$ cat src/rtl/bdlw_pkg.sv
package bdlw_pkg;

    localparam int WORD_W = 32;

    typedef enum logic [2:0] {
        S_IDLE,
        S_FETCH,
        S_READY,
        S_MOVE,
        S_WBACK,
        S_DONE
    } walk_state_t;

    typedef enum logic [1:0] {
        F_ADDR  = 2'd0,
        F_LEN   = 2'd1,
        F_FLAGS = 2'd2
    } fetch_sel_t;

endpackage

$ cat src/rtl/bdl_table.sv
module bdl_table
    import bdlw_pkg::*;
#(
    parameter int ADDR_W  = 32,
    parameter int MAX_ENT = 16,
    parameter int IDX_W   = $clog2(MAX_ENT)
)(
    input  logic              clk,
    input  logic              rst_n,
    input  logic              wr_en,
    input  logic [IDX_W-1:0]  wr_idx,
    input  fetch_sel_t        wr_sel,
    input  logic [WORD_W-1:0] wr_data,
    input  logic [IDX_W-1:0]  rd_idx,
    output logic [ADDR_W-1:0] rd_addr,
    output logic [WORD_W-1:0] rd_len,
    output logic              rd_ioc
);

    logic [ADDR_W-1:0] addr_q [MAX_ENT];
    logic [WORD_W-1:0] len_q  [MAX_ENT];
    logic              ioc_q  [MAX_ENT];

    for (genvar e = 0; e < MAX_ENT; e++) begin : g_ent
        always_ff @(posedge clk or negedge rst_n) begin
            if (!rst_n) begin
                addr_q[e] <= '0;
                len_q[e]  <= '0;
                ioc_q[e]  <= 1'b0;
            end else if (wr_en && (wr_idx == IDX_W'(e))) begin
                unique case (wr_sel)
                    F_ADDR:  addr_q[e] <= wr_data[ADDR_W-1:0];
                    F_LEN:   len_q[e]  <= wr_data;
                    F_FLAGS: ioc_q[e]  <= wr_data[0];
                    default: ;
                endcase
            end
        end
    end

    assign rd_addr = addr_q[rd_idx];
    assign rd_len  = len_q[rd_idx];
    assign rd_ioc  = ioc_q[rd_idx];

endmodule

$ cat src/rtl/bdl_chunk.sv
module bdl_chunk
    import bdlw_pkg::*;
#(
    parameter int XLEN_W = 16,
    parameter int IDX_W  = 4
)(
    input  logic [XLEN_W-1:0] left,
    input  logic [WORD_W-1:0] pos,
    input  logic [WORD_W-1:0] ring_len,
    input  logic [WORD_W-1:0] off,
    input  logic [WORD_W-1:0] ent_len,
    input  logic              ent_ioc,
    input  logic [IDX_W-1:0]  idx,
    input  logic [IDX_W-1:0]  last_idx,
    output logic [XLEN_W-1:0] chunk,
    output logic [WORD_W-1:0] pos_n,
    output logic [WORD_W-1:0] off_n,
    output logic [IDX_W-1:0]  idx_n,
    output logic              irq_hit
);

    logic [WORD_W-1:0] ring_rem;
    logic [WORD_W-1:0] ent_rem;
    logic [WORD_W-1:0] left_ext;
    logic [WORD_W-1:0] step;
    logic [WORD_W-1:0] pos_sum;
    logic [WORD_W-1:0] off_sum;
    logic              ent_fin;

    always_comb begin
        ring_rem = (ring_len > pos) ? (ring_len - pos) : '0;
        ent_rem  = (ent_len > off)  ? (ent_len - off)  : '0;
        left_ext = WORD_W'(left);
        step     = left_ext;
        if (ring_rem < step) step = ring_rem;
        if (ent_rem  < step) step = ent_rem;
        chunk    = step[XLEN_W-1:0];

        pos_sum  = pos + step;
        pos_n    = (pos_sum >= ring_len) ? '0 : pos_sum;

        off_sum  = off + step;
        ent_fin  = (off_sum >= ent_len);
        off_n    = ent_fin ? '0 : off_sum;
        if (!ent_fin)
            idx_n = idx;
        else if (idx >= last_idx)
            idx_n = '0;
        else
            idx_n = idx + IDX_W'(1);
        irq_hit  = ent_fin && ent_ioc;
    end

endmodule

$ cat src/rtl/bdl_walker.sv
module bdl_walker
    import bdlw_pkg::*;
#(
    parameter int ADDR_W  = 32,
    parameter int XLEN_W  = 16,
    parameter int MAX_ENT = 16,
    parameter int TAG_W   = 4,
    parameter int SLOT    = 5,
    parameter int IDX_W   = $clog2(MAX_ENT)
)(
    input  logic              clk,
    input  logic              rst_n,
    input  logic              run,
    input  logic              srst,
    input  logic [TAG_W-1:0]  stream_tag,
    input  logic [ADDR_W-1:0] list_base,
    input  logic [IDX_W-1:0]  last_idx,
    input  logic [WORD_W-1:0] ring_len,
    input  logic [ADDR_W-1:0] wb_base,
    input  logic              cmpl_clr,
    input  logic              xfer_valid,
    input  logic [TAG_W-1:0]  xfer_tag,
    input  logic              xfer_out,
    input  logic [XLEN_W-1:0] xfer_len,
    output logic              xfer_done,
    output logic              xfer_ok,
    output logic [XLEN_W-1:0] xfer_moved,
    output logic              mem_req,
    output logic              mem_we,
    output logic [ADDR_W-1:0] mem_addr,
    output logic [XLEN_W-1:0] mem_len,
    output logic [WORD_W-1:0] mem_wdata,
    input  logic              mem_ack,
    input  logic [WORD_W-1:0] mem_rdata,
    output logic [WORD_W-1:0] link_pos,
    output logic [IDX_W-1:0]  cur_idx,
    output logic [WORD_W-1:0] ent_off,
    output logic              cmpl_flag
);

    localparam logic              IS_OUT = (SLOT >= 4);
    localparam logic [ADDR_W-1:0] WB_OFF = ADDR_W'(8 * SLOT);
    localparam logic [XLEN_W-1:0] WORD_BYTES = XLEN_W'(4);

    walk_state_t state, state_n;

    logic              run_q;
    logic              list_valid;
    logic [IDX_W-1:0]  fidx;
    fetch_sel_t        fsel;
    logic [WORD_W-1:0] pos;
    logic [IDX_W-1:0]  idx;
    logic [WORD_W-1:0] off;
    logic [XLEN_W-1:0] left;
    logic [XLEN_W-1:0] moved;
    logic              ok_q;
    logic              irq_pend;
    logic              cmpl;

    logic              run_rise;
    logic              tag_match;
    logic              tbl_we;
    logic [ADDR_W-1:0] ent_addr;
    logic [WORD_W-1:0] ent_len;
    logic              ent_ioc;
    logic [XLEN_W-1:0] chunk;
    logic [WORD_W-1:0] pos_n;
    logic [WORD_W-1:0] off_n;
    logic [IDX_W-1:0]  idx_n;
    logic              irq_hit;
    logic [ADDR_W-1:0] fetch_addr;
    logic [ADDR_W-1:0] wb_addr;
    logic              fetch_last;
    logic              mem_take;

    assign run_rise   = run && !run_q && !srst;
    assign tag_match  = (xfer_tag == stream_tag) && (xfer_out == IS_OUT);
    assign fetch_last = (fsel == F_FLAGS) && (fidx == last_idx);
    assign mem_take   = mem_req && mem_ack;
    assign tbl_we     = (state == S_FETCH) && mem_take;
    assign wb_addr    = {wb_base[ADDR_W-1:1], 1'b0} + WB_OFF;

    always_comb begin
        fetch_addr = list_base + (ADDR_W'(fidx) << 4);
        unique case (fsel)
            F_LEN:   fetch_addr = fetch_addr + ADDR_W'(8);
            F_FLAGS: fetch_addr = fetch_addr + ADDR_W'(12);
            default: ;
        endcase
    end

    bdl_table #(
        .ADDR_W  (ADDR_W),
        .MAX_ENT (MAX_ENT),
        .IDX_W   (IDX_W)
    ) u_table (
        .clk     (clk),
        .rst_n   (rst_n),
        .wr_en   (tbl_we),
        .wr_idx  (fidx),
        .wr_sel  (fsel),
        .wr_data (mem_rdata),
        .rd_idx  (idx),
        .rd_addr (ent_addr),
        .rd_len  (ent_len),
        .rd_ioc  (ent_ioc)
    );

    bdl_chunk #(
        .XLEN_W (XLEN_W),
        .IDX_W  (IDX_W)
    ) u_chunk (
        .left     (left),
        .pos      (pos),
        .ring_len (ring_len),
        .off      (off),
        .ent_len  (ent_len),
        .ent_ioc  (ent_ioc),
        .idx      (idx),
        .last_idx (last_idx),
        .chunk    (chunk),
        .pos_n    (pos_n),
        .off_n    (off_n),
        .idx_n    (idx_n),
        .irq_hit  (irq_hit)
    );

    // state register
    always_ff @(posedge clk or negedge rst_n) begin
        if (!rst_n) state <= S_IDLE;
        else        state <= state_n;
    end

    // next state
    always_comb begin
        state_n = state;
        unique case (state)
            S_IDLE: begin
                if (srst)            state_n = S_IDLE;
                else if (run_rise)   state_n = S_FETCH;
                else if (xfer_valid) state_n = S_DONE;
            end
            S_FETCH: begin
                if (srst)                        state_n = S_IDLE;
                else if (mem_take && fetch_last) state_n = S_READY;
            end
            S_READY: begin
                if (srst || !run)          state_n = S_IDLE;
                else if (xfer_valid)
                    state_n = (tag_match && !cmpl) ? S_MOVE : S_DONE;
            end
            S_MOVE: begin
                if (srst)                          state_n = S_DONE;
                else if (chunk == '0)              state_n = S_WBACK;
                else if (mem_take && left == chunk) state_n = S_WBACK;
            end
            S_WBACK: begin
                if (srst)                      state_n = S_DONE;
                else if (!wb_base[0] || mem_take) state_n = S_DONE;
            end
            S_DONE: begin
                state_n = (list_valid && !srst) ? S_READY : S_IDLE;
            end
            default: state_n = S_IDLE;
        endcase
    end

    // datapath registers
    always_ff @(posedge clk or negedge rst_n) begin
        if (!rst_n) begin
            run_q      <= 1'b0;
            list_valid <= 1'b0;
            fidx       <= '0;
            fsel       <= F_ADDR;
            pos        <= '0;
            idx        <= '0;
            off        <= '0;
            left       <= '0;
            moved      <= '0;
            ok_q       <= 1'b0;
            irq_pend   <= 1'b0;
            cmpl       <= 1'b0;
        end else begin
            run_q <= srst ? 1'b0 : run;
            if (cmpl_clr) cmpl <= 1'b0;
            if (srst) begin
                pos        <= '0;
                idx        <= '0;
                off        <= '0;
                list_valid <= 1'b0;
                irq_pend   <= 1'b0;
                if (state == S_MOVE || state == S_WBACK) ok_q <= 1'b0;
            end else begin
                unique case (state)
                    S_IDLE: begin
                        if (run_rise) begin
                            fidx <= '0;
                            fsel <= F_ADDR;
                        end else if (xfer_valid) begin
                            ok_q  <= 1'b0;
                            moved <= '0;
                        end
                    end
                    S_FETCH: begin
                        if (mem_take) begin
                            if (fsel == F_FLAGS) begin
                                fsel <= F_ADDR;
                                fidx <= fidx + IDX_W'(1);
                                if (fetch_last) list_valid <= 1'b1;
                            end else if (fsel == F_ADDR) begin
                                fsel <= F_LEN;
                            end else begin
                                fsel <= F_FLAGS;
                            end
                        end
                    end
                    S_READY: begin
                        if (!run) begin
                            list_valid <= 1'b0;
                        end else if (xfer_valid) begin
                            moved    <= '0;
                            irq_pend <= 1'b0;
                            left     <= xfer_len;
                            ok_q     <= tag_match && !cmpl;
                        end
                    end
                    S_MOVE: begin
                        if (chunk == '0 || mem_take) begin
                            pos      <= pos_n;
                            off      <= off_n;
                            idx      <= idx_n;
                            irq_pend <= irq_pend || irq_hit;
                            left     <= left - chunk;
                            moved    <= moved + chunk;
                        end
                    end
                    S_DONE: begin
                        if (ok_q && irq_pend) cmpl <= 1'b1;
                    end
                    default: ;
                endcase
            end
        end
    end

    // outputs
    always_comb begin
        mem_req   = 1'b0;
        mem_we    = 1'b0;
        mem_addr  = '0;
        mem_len   = '0;
        mem_wdata = '0;
        unique case (state)
            S_FETCH: begin
                mem_req  = !srst;
                mem_addr = fetch_addr;
                mem_len  = WORD_BYTES;
            end
            S_MOVE: begin
                mem_req  = !srst && (chunk != '0);
                mem_we   = !IS_OUT;
                mem_addr = ent_addr + ADDR_W'(off);
                mem_len  = chunk;
            end
            S_WBACK: begin
                mem_req   = !srst && wb_base[0];
                mem_we    = 1'b1;
                mem_addr  = wb_addr;
                mem_len   = WORD_BYTES;
                mem_wdata = pos;
            end
            default: ;
        endcase
    end

    assign xfer_done  = (state == S_DONE);
    assign xfer_ok    = ok_q;
    assign xfer_moved = moved;
    assign link_pos   = pos;
    assign cur_idx    = idx;
    assign ent_off    = off;
    assign cmpl_flag  = cmpl;

    // an issued data chunk is never empty and never exceeds what is left
    a_r3_chunk_bound: assert property (@(posedge clk) disable iff (!rst_n)
        (mem_req && state == S_MOVE) |-> (mem_len != '0 && mem_len <= left));

    // the index stays inside the loaded list
    a_r2_idx_in_list: assert property (@(posedge clk) disable iff (!rst_n)
        (state == S_READY && list_valid) |-> (cur_idx <= last_idx));

    // the position is kept below the ring length between transfers
    a_r5_pos_in_ring: assert property (@(posedge clk) disable iff (!rst_n)
        (state == S_READY) |-> (ring_len == '0 || link_pos < ring_len));

    // a pending completion becomes visible after the report cycle
    a_r4_flag_raised: assert property (@(posedge clk) disable iff (!rst_n)
        (xfer_done && xfer_ok && irq_pend) |=> cmpl_flag);

    // a flagged stream refuses requests
    a_r6_stall_refuse: assert property (@(posedge clk) disable iff (!rst_n)
        (state == S_READY && cmpl && xfer_valid && run && !srst)
        |=> (xfer_done && !xfer_ok));

    // stream reset clears the walk position
    a_r9_reset_clears: assert property (@(posedge clk) disable iff (!rst_n)
        srst |=> (link_pos == '0 && cur_idx == '0 && ent_off == '0));

    // an unacknowledged request is held with a stable address
    a_r10_req_held: assert property (@(posedge clk) disable iff (!rst_n)
        (mem_req && !mem_ack) |=> ((mem_req && $stable(mem_addr)) || srst));

endmodule

$ cat config.mk
export PLATFORM = sky130hd
export DESIGN_NAME = bdl_walker
export DESIGN_NICKNAME = d
export VERILOG_FILES = /design/src/rtl/bdlw_pkg.sv /design/src/rtl/bdl_table.sv /design/src/rtl/bdl_chunk.sv /design/src/rtl/bdl_walker.sv
export SDC_FILE = /design/constraint.sdc
export NUM_CORES = 2
export LEC_CHECK = 0
export ABC_AREA = 1
export CORE_UTILIZATION = 35
export CTS_CLUSTER_SIZE = 40
export DETAILED_ROUTE_END_ITERATION = 12
export DONT_BUFFER_PORTS = 1
export GPL_ROUTABILITY_DRIVEN = 0
export PLACE_DENSITY = 0.5
export SYNTH_ARGS = -nofsm -noshare
export SYNTH_HDL_FRONTEND = slang
export SYNTH_HIERARCHICAL = 1
export SYNTH_SLANG_ARGS = --single-unit
$ cat constraint.sdc
create_clock -name clk -period 16.25 [get_ports clk]
set_input_delay 4.875 -clock clk [delete_from_list [all_inputs] [get_ports clk]]
set_output_delay 4.875 -clock clk [all_outputs]
set_load 0.01 [all_outputs]
==> reports/results.ini <==
[worst_setup_path]
crit_path_start_kind = primary input
crit_path_max_fanout = 6
critPathRequiredTime_ns = 11.37
cp_data_arrival_time_ns = 10.96
critPathKind = primary input to output port
reg2reg_setup_slack_ns = 2.28
end_kind = output port
worst_path_max_delay_cell = sky130_fd_sc_hd__fa_1
cpPeakStageDelay_ns = 0.39

[timing]
finalHoldViolations = 0
maximum_clock_rate_mhz = 63.1
worst_hold_slack_ns = 0.479
worstMarginPinSlew_ns = 1.29
setup_tns_ns = 0
final.period_utilization = 0.975
final_critical_delay_including_setup_and_external_delays_ns = 15.84
timing.final.setup_violations = 0
fin_skew_ns = 0.0533
timing.slew.headroom = 0.137
timing_max_transition_violations_final = 0

[layout]
multi_input_area_um2 = 36000
fill_cells = 22100
final_cell_area_um2 = 80300
nets = 10700
ff_latch_area_um2 = 28900
areaGrowthSynthToFinish_pct = 9.86
layout-drive-gt1-share = 0.0558

[logic_synthesis]
synth_largest_area_cell = sky130_fd_sc_hd__dfrtp_1
share_of_the_yosys_chip_area_belonging_to_registers = 0.395
synthesis.area_um2 = 73100
syn_avg_cell_area_um2 = 6.98
yosys-top-cells-area = sky130_fd_sc_hd__dfrtp_1, sky130_fd_sc_hd__nand2_1, sky130_fd_sc_hd__inv_1
ys_ff_latch = 1154
yosys_warnings = 6
netlist.area_leader.share = 0.395
number_of_unique_standard_cell_types_used_by_synthesis = 67
synth_edf_count = 0
mapped_cells = 10500
async_flop_share = 1.00
synth_flop_cell = sky130_fd_sc_hd__dfrtp_1

[global_route]
globalRouteOverflowTotal = 0
vias_in_the_first_global_route = 63600
grt_first_pass_wirelength_um = 405000
maximum_number_of_pins_on_one_net_before_global_route_repair = 173
grt_use_total = 0.250
grt_antenna_before_repair = 14

[floorplanning]
die_w_um = 459
start_util = 0.353
chipHeight_um = 459
coreArea_um2 = 207000
row_count = 167
floorplan.die_area_um2 = 211000
io_pins = 333

[drt]
drt-wirelength-per-cell_um = 20.4
route.antenna.remaining_nets = 0
initial_detailed_routing_violation_count = 5933
length_of_the_first_detailed_routing_pass_in_iterations = 6
detail_route.drc_violations = 0
vias = 67500
finalWirelength_um = 268000
detail_route.vias_per_cell = 5.14

[placed_design]
numPortBuffers = 0
post-dp-hpwl_um = 174000
placed_cell_area_um2 = 75200

[clocking]
worst_skew_pair.late_latency_ns = 0.81
cts-root-to-sink-buffers = 3
cts_made_buffers = 144
clockRootBuffer = sky130_fd_sc_hd__clkbuf_16
clock_tree.htree_level_count = 4
clkSinkCount = 1154
clk_pin_slew_worst_paths_ns = 0.06
tritoncts = built

[run]
max_cap_check_violation_count = 0

[worst_hold_path]
hold_path_class = flop to flop

[outcome]
status = complete, no violations

flip-flops by register name (all words and copies together), names as in the netlist, 2 cells and up:
| signal | count |
|---|---|
| cur_idx | 4 |
| ent_off | 32 |
| fidx | 4 |
| fsel | 2 |
| left | 16 |
| link_pos | 32 |
| state | 3 |
| u_table/addr_q | 512 |
| u_table/ioc_q | 16 |
| u_table/len_q | 512 |
| xfer_moved | 16 |
through the flow:
stage | worst slack, ns | cells | util
4_1_cts | 0.0678 | 13100 | 0.386
2_1_floorplan | 0.955 | 10500 | -
6_report | 0.414 | 13100 | 0.387
3_5_place_dp | -0.104 | 12900 | 0.363
3_3_place_gp | -0.116 | 12900 | 0.363
5_1_grt | -0.00521 | 13100 | 0.387
placed cells by master (no fill, tap or decap), drive strengths merged, types with 29 or more instances in the layout:
cell type / n
inv: 1460
ha: 313
nand3: 1083
clkbuf: 207
xnor2: 36
nor3: 61
a21oi: 309
clkinv: 39
dfrtp: 1154
o21ai: 1298
buf: 167
nor2: 449
nand2: 3342
nand4: 67
o211ai: 29
xor2: 82
path summary, 6_finish.rpt:
check / from / depth (start not counted) / endpoint
max reg2reg: cur_idx[0]$_DFFE_PN0P_ / 58 / link_pos[31]$_DFFE_PN0P_
min reg2reg: u_table/addr_q[211]$_DFFE_PN0P_ / 2 / u_table/addr_q[211]$_DFFE_PN0P_
min: u_table/addr_q[211]$_DFFE_PN0P_ / 2 / u_table/addr_q[211]$_DFFE_PN0P_
max: ring_len[0] / 45 / mem_req
max in group asynchronous: rst_n / 4 / cur_idx[1]$_DFFE_PN0P_
min in group asynchronous: rst_n / 1 / u_table/len_q[387]$_DFFE_PN0P_
routing by layer:
metal  track usage  part of all wire  vias to the layer above
li1              -                 -                    32800
met3        0.0317             0.056                      407
met5             0          0.000064                        -
met1         0.340              0.45                    32400
met4        0.0869             0.035                        2
met2         0.409              0.46                     1978
kinds of logic after synthesis:
family | synth area share
DFF | 0.395
xor gates and xnor gates | 0.0141
adders and majority gates | 0.0558
AOI/OAI and AO/OA | 0.128
and+or+nand+nor | 0.293
muxes | 0.000154
other | 0.0000513
buffers and inverters | 0.114
repair_timing:
| action | CTS | global route |
|---|---|---|
| pin swaps | 0 | 8 |
| endpoints found under the setup margin | 1 | 2 |
| hold buffers | 0 | 0 |
| buffers inserted | 0 | 5 |
| resized for setup | 4 | 28 |
| cloned | 0 | 2 |
synthesized netlist by cell type (all sizes together), types with 27 or more instances:
library cell / n
xor2: 82
nand2: 3341
nand3: 1083
nor2: 449
or2: 27
a21oi: 309
nand4: 67
nor3: 61
o21bai: 27
dfrtp: 1154
xnor2: 36
buf: 216
o211ai: 29
clkbuf: 365
ha: 313
inv: 1458
o21ai: 1298
area by class of cell:
| class | instances | area share |
|---|---|---|
| clock buffer | 207 | 0.0510 |
| multi-input combinational | 7290 | 0.449 |
| timing repair buffer | 167 | 0.0179 |
| clock inverter | 49 | 0.00974 |
| tap | 2788 | 0.0435 |
| antenna | 13 | 0.000405 |
| inverter | 1461 | 0.0688 |
| sequential | 1154 | 0.360 |
| timing repair inverter | 1 | 0.000109 |
worst max-delay path: cells and delay by family:
| kind | cells | cell delay (ns) |
|---|---|---|
| AOI/OAI and AO/OA | 8 | 1.30 |
| buffers and inverters | 6 | 0.68 |
| and+or+nand+nor | 27 | 2.93 |
| adders and majority gates | 4 | 1.15 |
Power is not shown: default switching activity piles up to over one toggle a cycle in this logic, so the estimate is an artifact.
